### src/rtl/pcprof_pkg.sv
package pcprof_pkg;
  typedef enum logic [2:0] {
    SEL_RLO  = 3'd0,
    SEL_RHI  = 3'd1,
    SEL_WLO  = 3'd2,
    SEL_WHI  = 3'd3,
    SEL_MODE = 3'd4
  } cfg_sel_e;
endpackage

### src/rtl/pcprof_cfg.sv
module pcprof_cfg
  import pcprof_pkg::*;
#(
  parameter int NUM_RANGES = 8,
  parameter int ADDR_W     = 32,
  parameter int IDX_W      = 3
) (
  input  logic                                 clk,
  input  logic                                 rst,
  input  logic                                 we_i,
  input  cfg_sel_e                             sel_i,
  input  logic [IDX_W-1:0]                     idx_i,
  input  logic [ADDR_W-1:0]                    data_i,
  output logic [NUM_RANGES-1:0][ADDR_W-1:0]    lo_o,
  output logic [NUM_RANGES-1:0][ADDR_W-1:0]    hi_o,
  output logic [ADDR_W-1:0]                    win_lo_o,
  output logic [ADDR_W-1:0]                    win_hi_o,
  output logic                                 overlap_o
);

  // Range bounds: reset to an empty interval (low above high)
  always_ff @(posedge clk) begin
    if (rst) begin
      for (int i = 0; i < NUM_RANGES; i++) begin
        lo_o[i] <= '1;
        hi_o[i] <= '0;
      end
    end else if (we_i) begin
      for (int i = 0; i < NUM_RANGES; i++) begin
        if (idx_i == IDX_W'(i)) begin
          if (sel_i == SEL_RLO) lo_o[i] <= data_i;
          if (sel_i == SEL_RHI) hi_o[i] <= data_i;
        end
      end
    end
  end

  // Global window and mode
  always_ff @(posedge clk) begin
    if (rst) begin
      win_lo_o  <= '0;
      win_hi_o  <= '1;
      overlap_o <= 1'b0;
    end else if (we_i) begin
      case (sel_i)
        SEL_WLO:  win_lo_o  <= data_i;
        SEL_WHI:  win_hi_o  <= data_i;
        SEL_MODE: overlap_o <= data_i[0];
        default:  ;
      endcase
    end
  end

endmodule

### src/rtl/pcprof_match.sv
module pcprof_match #(
  parameter int NUM_RANGES = 8,
  parameter int ADDR_W     = 32
) (
  input  logic                              clk,
  input  logic                              rst,
  input  logic                              valid_i,
  input  logic [ADDR_W-1:0]                 pc_i,
  input  logic                              active_i,
  input  logic                              overlap_i,
  input  logic [NUM_RANGES-1:0][ADDR_W-1:0] lo_i,
  input  logic [NUM_RANGES-1:0][ADDR_W-1:0] hi_i,
  input  logic [ADDR_W-1:0]                 win_lo_i,
  input  logic [ADDR_W-1:0]                 win_hi_i,
  output logic [NUM_RANGES-1:0]             hit_q
);

  logic [NUM_RANGES-1:0] raw;
  logic [NUM_RANGES-1:0] pick;
  logic                  in_win;
  logic                  qualify;

  generate
    for (genvar i = 0; i < NUM_RANGES; i++) begin : g_cmp
      assign raw[i] = (pc_i >= lo_i[i]) && (pc_i <= hi_i[i]);
    end
  endgenerate

  assign in_win  = (pc_i >= win_lo_i) && (pc_i <= win_hi_i);
  assign qualify = valid_i && active_i && in_win;

  // Exclusive mode keeps only the lowest set bit
  assign pick = overlap_i ? raw : (raw & (~raw + NUM_RANGES'(1)));

  always_ff @(posedge clk) begin
    if (rst) hit_q <= '0;
    else     hit_q <= qualify ? pick : '0;
  end

  p_exclusive_onehot_r4: assert property (@(posedge clk) disable iff (rst)
    !overlap_i |=> $onehot0(hit_q));

  p_outside_window_r5: assert property (@(posedge clk) disable iff (rst)
    (valid_i && ((pc_i < win_lo_i) || (pc_i > win_hi_i))) |=> (hit_q == '0));

  p_stopped_no_hit_r2: assert property (@(posedge clk) disable iff (rst)
    !active_i |=> (hit_q == '0));

  p_invalid_no_hit_r10: assert property (@(posedge clk) disable iff (rst)
    !valid_i |=> (hit_q == '0));

endmodule

### src/rtl/pcprof_counters.sv
module pcprof_counters #(
  parameter int NUM_RANGES = 8,
  parameter int CNT_W      = 32,
  parameter int IDX_W      = 3
) (
  input  logic                  clk,
  input  logic                  rst,
  input  logic                  clr_i,
  input  logic [NUM_RANGES-1:0] inc_i,
  input  logic [IDX_W-1:0]      rd_idx_i,
  output logic [CNT_W-1:0]      rd_data_o
);

  localparam logic [CNT_W-1:0] CNT_MAX = {CNT_W{1'b1}};

  logic [CNT_W-1:0] cnt [NUM_RANGES];

  // All counters may step in one cycle, so the bank lives in registers
  always_ff @(posedge clk) begin
    if (rst || clr_i) begin
      for (int i = 0; i < NUM_RANGES; i++) cnt[i] <= '0;
    end else begin
      for (int i = 0; i < NUM_RANGES; i++) begin
        if (inc_i[i] && (cnt[i] != CNT_MAX)) cnt[i] <= cnt[i] + CNT_W'(1);
      end
    end
  end

  always_ff @(posedge clk) begin
    if (rst)                             rd_data_o <= '0;
    else if (int'(rd_idx_i) < NUM_RANGES) rd_data_o <= cnt[rd_idx_i];
    else                                  rd_data_o <= '0;
  end

  generate
    for (genvar i = 0; i < NUM_RANGES; i++) begin : g_chk
      p_hold_max_r7: assert property (@(posedge clk) disable iff (rst)
        ((cnt[i] == CNT_MAX) && !clr_i) |=> (cnt[i] == CNT_MAX));

      p_clear_zero_r8: assert property (@(posedge clk) disable iff (rst)
        clr_i |=> (cnt[i] == '0));

      p_single_step_r3: assert property (@(posedge clk) disable iff (rst)
        !clr_i |=> ((cnt[i] == $past(cnt[i])) ||
                    (cnt[i] == $past(cnt[i]) + CNT_W'(1))));
    end
  endgenerate

endmodule

### src/rtl/pc_range_profiler.sv
module pc_range_profiler
  import pcprof_pkg::*;
#(
  parameter int NUM_RANGES = 8,
  parameter int ADDR_W     = 32,
  parameter int CNT_W      = 32,
  localparam int IDX_W     = $clog2(NUM_RANGES)
) (
  input  logic              clk,
  input  logic              rst,
  input  logic              cfg_we,
  input  logic [2:0]        cfg_sel,
  input  logic [IDX_W-1:0]  cfg_idx,
  input  logic [ADDR_W-1:0] cfg_data,
  input  logic              cmd_start,
  input  logic              cmd_stop,
  input  logic              cmd_clear,
  input  logic              ret_valid,
  input  logic [ADDR_W-1:0] ret_pc,
  input  logic [IDX_W-1:0]  rd_idx,
  output logic [CNT_W-1:0]  rd_data
);

  cfg_sel_e                          sel_e;
  logic [NUM_RANGES-1:0][ADDR_W-1:0] lo;
  logic [NUM_RANGES-1:0][ADDR_W-1:0] hi;
  logic [ADDR_W-1:0]                 win_lo;
  logic [ADDR_W-1:0]                 win_hi;
  logic                              overlap;
  logic                              active_q;
  logic [NUM_RANGES-1:0]             hit_q;

  assign sel_e = cfg_sel_e'(cfg_sel);

  // Run state: stop takes precedence over start
  always_ff @(posedge clk) begin
    if (rst)            active_q <= 1'b0;
    else if (cmd_stop)  active_q <= 1'b0;
    else if (cmd_start) active_q <= 1'b1;
  end

  pcprof_cfg #(
    .NUM_RANGES(NUM_RANGES), .ADDR_W(ADDR_W), .IDX_W(IDX_W)
  ) u_cfg (
    .clk(clk), .rst(rst), .we_i(cfg_we), .sel_i(sel_e), .idx_i(cfg_idx),
    .data_i(cfg_data), .lo_o(lo), .hi_o(hi), .win_lo_o(win_lo),
    .win_hi_o(win_hi), .overlap_o(overlap)
  );

  pcprof_match #(
    .NUM_RANGES(NUM_RANGES), .ADDR_W(ADDR_W)
  ) u_match (
    .clk(clk), .rst(rst), .valid_i(ret_valid), .pc_i(ret_pc),
    .active_i(active_q), .overlap_i(overlap), .lo_i(lo), .hi_i(hi),
    .win_lo_i(win_lo), .win_hi_i(win_hi), .hit_q(hit_q)
  );

  pcprof_counters #(
    .NUM_RANGES(NUM_RANGES), .CNT_W(CNT_W), .IDX_W(IDX_W)
  ) u_cnt (
    .clk(clk), .rst(rst), .clr_i(cmd_clear), .inc_i(hit_q),
    .rd_idx_i(rd_idx), .rd_data_o(rd_data)
  );

endmodule

### config.mk
export PLATFORM = sky130hd
export DESIGN_NAME = pc_range_profiler
export DESIGN_NICKNAME = d
export VERILOG_FILES = /design/src/rtl/pcprof_pkg.sv /design/src/rtl/pcprof_cfg.sv /design/src/rtl/pcprof_match.sv /design/src/rtl/pcprof_counters.sv /design/src/rtl/pc_range_profiler.sv
export SDC_FILE = /design/constraint.sdc
export NUM_CORES = 2
export LEC_CHECK = 0
export BUFFER_PORTS_ARGS = -buffer_cell sky130_fd_sc_hd__buf_2
export CAP_MARGIN = 20
export CELL_PAD_IN_SITES_DETAIL_PLACEMENT = 0
export CELL_PAD_IN_SITES_GLOBAL_PLACEMENT = 1
export CORE_MARGIN = 3
export CORE_UTILIZATION = 45
export DETAILED_ROUTE_END_ITERATION = 12
export GPL_ROUTABILITY_DRIVEN = 0
export HOLD_SLACK_MARGIN = 0.05
export PLACE_DENSITY_LB_ADDON = 0.25
export SETUP_SLACK_MARGIN = 0.15
export SYNTH_ARGS = -nofsm -noshare
export SYNTH_HDL_FRONTEND = slang
export SYNTH_SLANG_ARGS = --single-unit
export TNS_END_PERCENT = 10
### constraint.sdc
create_clock -name clk -period 3.9 [get_ports clk]
set_input_delay 0 -clock clk [delete_from_list [all_inputs] [get_ports clk]]
set_output_delay 0 -clock clk [all_outputs]
set_load 0.005 [all_outputs]
Word level (Yosys, flattened, before mapping)
Memories as Yosys holds them, arrays and structs flattened. A register that Yosys moved wholly into a read port is not among the register bits.
Cells that the tools add are included.
{"block": "totals", "ram_bits": 256, "ff_bits": 586, "input_bits": 80, "n_memories": 1, "out_inout_bits": 32}
{"block": "classes", "n_lt_le_gt_ge": 18, "addsub": 9, "bitwise": 11, "n_eq_ne": 19, "mux": 35, "n_reduce_logical": 43}
{"memory": "u_cnt.cnt", "words": 8, "width": 32, "read_ports": 9, "rd_ports_with_merged_regs": 1, "write_ports": 8, "line_no": "pcprof_counters.sv:16", "rtl": "logic [CNT_W-1:0] cnt [NUM_RANGES];"}
{"operator": "32-bit greater-or-equal comparator", "n": 9}
{"operator": "32-bit less-or-equal comparator", "n": 9}
{"operator": "32-bit by 1-bit adder with 32-bit output, second input constant", "n": 8}
{"operator": "32-bit two-way mux", "n": 8}
{"operator": "32-bit != test, second input constant", "n": 8}
{"operator": "3-bit AND reduction", "n": 16}
{"operator": "1-bit two-way mux", "n": 26}
{"operator": "1-bit logical AND", "n": 19}
{"operator": "3-bit == test, second input constant", "n": 5}
{"operator": "3-bit by 2-bit == test with 1-bit output, second input constant", "n": 4}
{"operator": "8-bit by 1-bit adder with 8-bit output, second input constant", "n": 1}
{"operator": "8-bit bitwise AND", "n": 1}
{"operator": "8-bit two-way mux", "n": 1}
{"operator": "8-bit NOT", "n": 1}
{"operator": "1-bit OR", "n": 8}
{"operator": "3-bit by 1-bit == test with 1-bit output, second input constant", "n": 2}
{"operator": "3-bit zero test", "n": 2}
{"operator": "2-bit AND reduction", "n": 3}
{"operator": "2-bit OR reduction", "n": 2}
{"operator": "1-bit logical OR", "n": 1}
{"operator": "1-bit NOT", "n": 1}

Longest topological paths before layout
{"block": "depth", "depth_word": 6, "depth_mapped": 12, "depth_no_buf": 11}

Hierarchy
From an unflattened synthesis, not the netlist that was laid out.
{"block": "hier_totals", "cells_unflattened": 5576, "area_unflattened_um2": 52316.4}
{"module": "pcprof_cfg", "cells_each": 2069, "seq_area_each_um2": 11551.1, "area_each_um2": 21414.3, "n_inst": 1}
{"module": "pcprof_counters", "cells_each": 1463, "seq_area_each_um2": 8328.0, "area_each_um2": 16323.2, "n_inst": 1}
{"module": "pcprof_match", "cells_each": 2041, "seq_area_each_um2": 160.2, "area_each_um2": 14545.2, "n_inst": 1}
{"module": "pc_range_profiler", "cells_each": 3, "seq_area_each_um2": 20.0, "area_each_um2": 33.8, "n_inst": 1}

Least setup slack after synthesis
Ideal clock, no wire load.
{"block": "synth_path", "kind": "register to register", "start": "memory u_cnt.cnt[0][0]", "end": "memory u_cnt.cnt[0][0], enable pin", "t_arrival_ps": 2338, "period_less_slack_ps": 2818, "path_stages_with_launch": 9, "path_slack_ps": 1082, "path_buffers": 0, "cell_sequence": "edfxtp_1 -> ha_1 -> nand3_1 -> nor3_1 -> nand3_1 -> nor3_1 -> nand3_1 -> nand2_1 -> nand2_1"}
{"item": "start, declared", "line_no": "pcprof_counters.sv:16"}

Final worst setup path
{"block": "layout_path", "start": "register u_cfg.hi_o[25] in the netlist's numbering", "end": "register u_match.hit_q[6]"}
{"block": "layout_via", "elab_chain_cells": 6}
{"item": "start, declared", "line_no": "pcprof_cfg.sv:15", "rtl": "output logic [NUM_RANGES-1:0][ADDR_W-1:0] hi_o,"}
{"item": "start signal, assigned by index", "line_no": "pcprof_cfg.sv:32", "rtl": "if (sel_i == SEL_RHI) hi_o[i] <= data_i;"}
{"item": "32-bit less-or-equal comparator", "line_no": "pcprof_match.sv:25", "rtl": "assign raw[i] = (pc_i >= lo_i[i]) && (pc_i <= hi_i[i]);"}
{"item": "1-bit logical AND", "line_no": "pcprof_match.sv:25"}
{"item": "8-bit NOT", "line_no": "pcprof_match.sv:33", "rtl": "assign pick = overlap_i ? raw : (raw & (~raw + NUM_RANGES'(1)));"}
{"item": "8-bit by 1-bit adder with 8-bit output", "line_no": "pcprof_match.sv:33"}
{"item": "8-bit bitwise AND", "line_no": "pcprof_match.sv:33"}
{"item": "8-bit two-way mux", "line_no": "pcprof_match.sv:33"}
{"item": "end signal, assigned", "line_no": "pcprof_match.sv:37", "rtl": "else hit_q <= qualify ? pick : '0;"}
{"item": "end, declared", "line_no": "pcprof_match.sv:15", "rtl": "output logic [NUM_RANGES-1:0] hit_q"}
Every way passes these cells.
A chain may end at the register's enable or synchronous reset.

==> flow_metrics.py <==
metrics = {
    "routing": {
        "viasPerCell": 5.52,
        "ant_nets": 0,
        "initialDrtViolationCount": 3221,
        "wl_per_cell_um": 20.7,
        "first_pass_iters": 6,
        "drc": 0,
        "routed_wl_mm": 153,
        "vias": 40600,
    },
    "sta": {
        "finalSetupTns_ns": 0,
        "rsz0062_at_grt": "no",
        "worst_slew_pin_slew_ns": 0.969,
        "final_max_slew_viol_count": 0,
        "relSlewSlack": 0.347,
        "finClkSkew_ns": 0.0274,
        "setup_viol": 0,
        "hold_viol_final": 0,
        "clock.fmax_ghz": 0.291,
        "final.min_clock_period_ns": 3.44,
        "finalCritPeriodShare": 0.882,
    },
    "die": {
        "rows": 121,
        "ios": 112,
        "die_area_um2": 115000,
        "initial_core_util": 0.456,
        "fp.dieW_um": 339,
        "die_height_um": 339,
        "coreArea_um2": 110000,
    },
    "critical_path": {
        "crit_slowest_cell": "a21oi_1",
        "rrSetupSlack_ns": 0.46,
        "max_stage_delay_ns": 0.64,
        "critical_path.top_delay_family": "compound AO/OA/AOI/OAI gates",
        "cp_cell_sequence": "inv_1 -> ha_1 -> a21o_1 -> a221o_1 -> a211oi_1 -> o2111ai_1 -> a21oi_1 -> o41a_1 -> or3_4 -> nand3b_1 -> a211oi_2",
        "critPathLaunchType": "flop",
        "critical_path_class": "reg2reg",
        "crit_arrival_ns": 3.99,
        "crit_buf_inv": 1,
        "r2r_end": "u_match.hit_q[6]",
        "rr_worst_depth": 11,
        "critPathCaptureType": "flop",
        "cp_data_required_time_ns": 4.45,
        "r2r_start": "u_cfg.hi_o[25]",
        "worst-path-max-fanout": 5,
    },
    "synth": {
        "synth_area_um2": 50000,
        "ys_top_cells_by_area": "dfxtp_1 (25%), edfxtp_1 (15%), ha_1 (15%)",
        "async_flop_share": 0,
        "yosys_most_used_dff": "dfxtp_1",
        "synth_cells": 5755,
        "synth-seq-cells": 874,
        "synth.largest_area_cell": "dfxtp_1",
        "ys_warn_count": 0,
        "synthTopCellsByCount": "nand2_1 (1082), dfxtp_1 (618), inv_1 (586)",
        "syn-mean-instance-area_um2": 8.69,
        "synth_top_area_frac": 0.248,
        "synth.yosys.seq_area_share": 0.401,
        "synth_most_common_cell": "nand2_1",
        "synth_edf_count": 256,
        "synthDistinctLibCells": 69,
        "syn-num-nets": 6419,
    },
    "worst_hold_path": {
        "min-delay-start": "cmd_start",
        "hold_depth": 4,
        "worstHoldEndpoint": "active_q",
        "hp-class": "in2reg",
    },
    "pwr": {
        "peakVddDrop_mv": 0.292,
        "finalPower_w": 0.0213,
        "p_per_area_nw_per_um2": 381,
        "total_leakage_power_nw": 22.9,
    },
    "cts": {
        "cts_htree_levels": 3,
        "ctsResizeCount": 0,
        "clk_pin_slew_ns": 0.06,
        "clock_tree.root_cell": "clkbuf_16",
        "cts_buffers": 101,
        "cts_tree": "yes",
        "clkLatencyLatePin_ns": 0.70,
        "clock-sinks": 874,
        "cts_max_path_buffers": 3,
    },
    "grt": {
        "grt_pass1_wl_mm": 233,
        "grt_usage": 0.260,
        "grt-ovfl-total": 0,
        "grt_max_degree": 160,
        "grt_pass1_vias": 37900,
        "antenna_found_initial": 11,
    },
    "finish": {
        "fin_area_um2": 56000,
        "fill_cells": 10400,
        "fin_cells": 7368,
        "final_nets": 6471,
        "drive_gt1_frac": 0.0794,
        "area_growth_pct": 12.0,
    },
    "placement": {
        "placed_area_um2": 52100,
        "dp_hpwl_mm": 104,
        "portBuffers": 111,
        "dp.cells": 7133,
    },
    "job": {
        "maxCapViolations": 0,
    },
    "status": {
        "status": "finished, final reports clean",
    },
}
[worst max-delay path by stage]
stage	startpoint	end	slack (ns)	cells after the start
after floorplan	u_cnt.cnt[0][0]	u_cnt.cnt[0][0]	1.08	8
after global placement	ret_pc[10]	u_match.hit_q[6]	0.40	11
after detailed placement	ret_pc[10]	u_match.hit_q[6]	0.42	11
after CTS	u_cfg.hi_o[25]	u_match.hit_q[3]	0.56	11
after global routing	u_cfg.hi_o[25]	u_match.hit_q[3]	0.33	11
final	u_cfg.hi_o[25]	u_match.hit_q[6]	0.46	11
[cells by family after synthesis]
kind of cell,Yosys count,synth area share
AND/OR/NAND/NOR,2006,0.174
AO/OA/AOI/OAI,1067,0.134
buffers and inverters,890,0.0674
flip-flops,874,0.401
adder cells (fa/ha/maj),584,0.146
XOR/XNOR,230,0.0403
multiplexers,104,0.0368
[sequential cells by signal (all words and copies together), names as in the netlist]
name / flops
u_cfg.hi_o: 256
u_cfg.overlap_o: 1
active_q: 1
u_match.hit_q: 8
u_cfg.lo_o: 256
u_cnt.rd_data_o: 32
u_cfg.win_hi_o: 32
u_cfg.win_lo_o: 32
u_cnt.cnt: 256
[layout by cell type, fill, tap and decap left out, types with 40 or more instances in the layout]
master         netlist  final
a21o_1              87     87
dfxtp_1            618    618
mux2i_1             40     40
dlygate4sd3_1        0     47
nor2_1             424    417
buf_2               20    109
nand2_1           1082   1082
and3_1              53     52
ha_1               584    584
mux4_2              64     64
clkbuf_16            0    107
xor2_1             137    137
nand4_1            131    131
inv_1              586    586
nand3_1            129    129
buf_4                1     89
o211ai_1           297    297
a21oi_1            466    466
xnor2_1             93     93
edfxtp_1           256    256
o21ai_0             94     94
[timing repair]
| action | in CTS | in global routing |
|---|---|---|
| buffers inserted | 0 | 0 |
| endpoints found under the hold margin | 613 | 0 |
| hold buffers | 47 | 0 |
[worst min-delay path, stage by stage]
cell and delay [ns]:
buf_2 0.08, nor2_1 0.03, nor3_1 0.10, dlygate4sd3_1 0.56
[power by group]
part           switching (W)  leakage [nW]  internal, W
clock                0.00407          1.66      0.00567
sequential          0.000189          7.85      0.00954
combinational        0.00123          13.4     0.000643
total                0.00549          22.9       0.0158
[metrics by stage]
| stage | utilization | hold slack [ns] | worst slack, ns |
|---|---|---|---|
| finish | 0.511 | 0.123 | 0.460 |
| global route | 0.511 | 0.124 | 0.330 |
| CTS | 0.511 | 0.0697 | 0.557 |
| detailed placement | 0.475 | 0.170 | 0.416 |
| global placement | 0.475 | 0.167 | 0.400 |
| floorplan | - | 0.0768 | 1.08 |
[layout make-up]
class	instances	area (µm²)	share of cell area
Clock buffer	155	3050	0.0544
Sequential cell	874	20100	0.358
Inverter	587	2210	0.0395
Tap cell	1476	1850	0.0330
Multi-Input combinational cell	3991	26700	0.476
Antenna cell	1	2.50	0.0000447
Clock inverter	32	342	0.00610
Timing Repair Buffer	252	1820	0.0325
[layer usage]
| metal | share of wire | vias to the layer above | GRT usage |
|---|---|---|---|
| li1 | - | 19900 | - |
| met1 | 0.48 | 19400 | 0.382 |
| met2 | 0.42 | 1104 | 0.381 |
| met3 | 0.076 | 244 | 0.0552 |
| met4 | 0.030 | 8 | 0.0820 |
| met5 | 0.00039 | - | 0 |
Power figures use the tool's default switching activity.
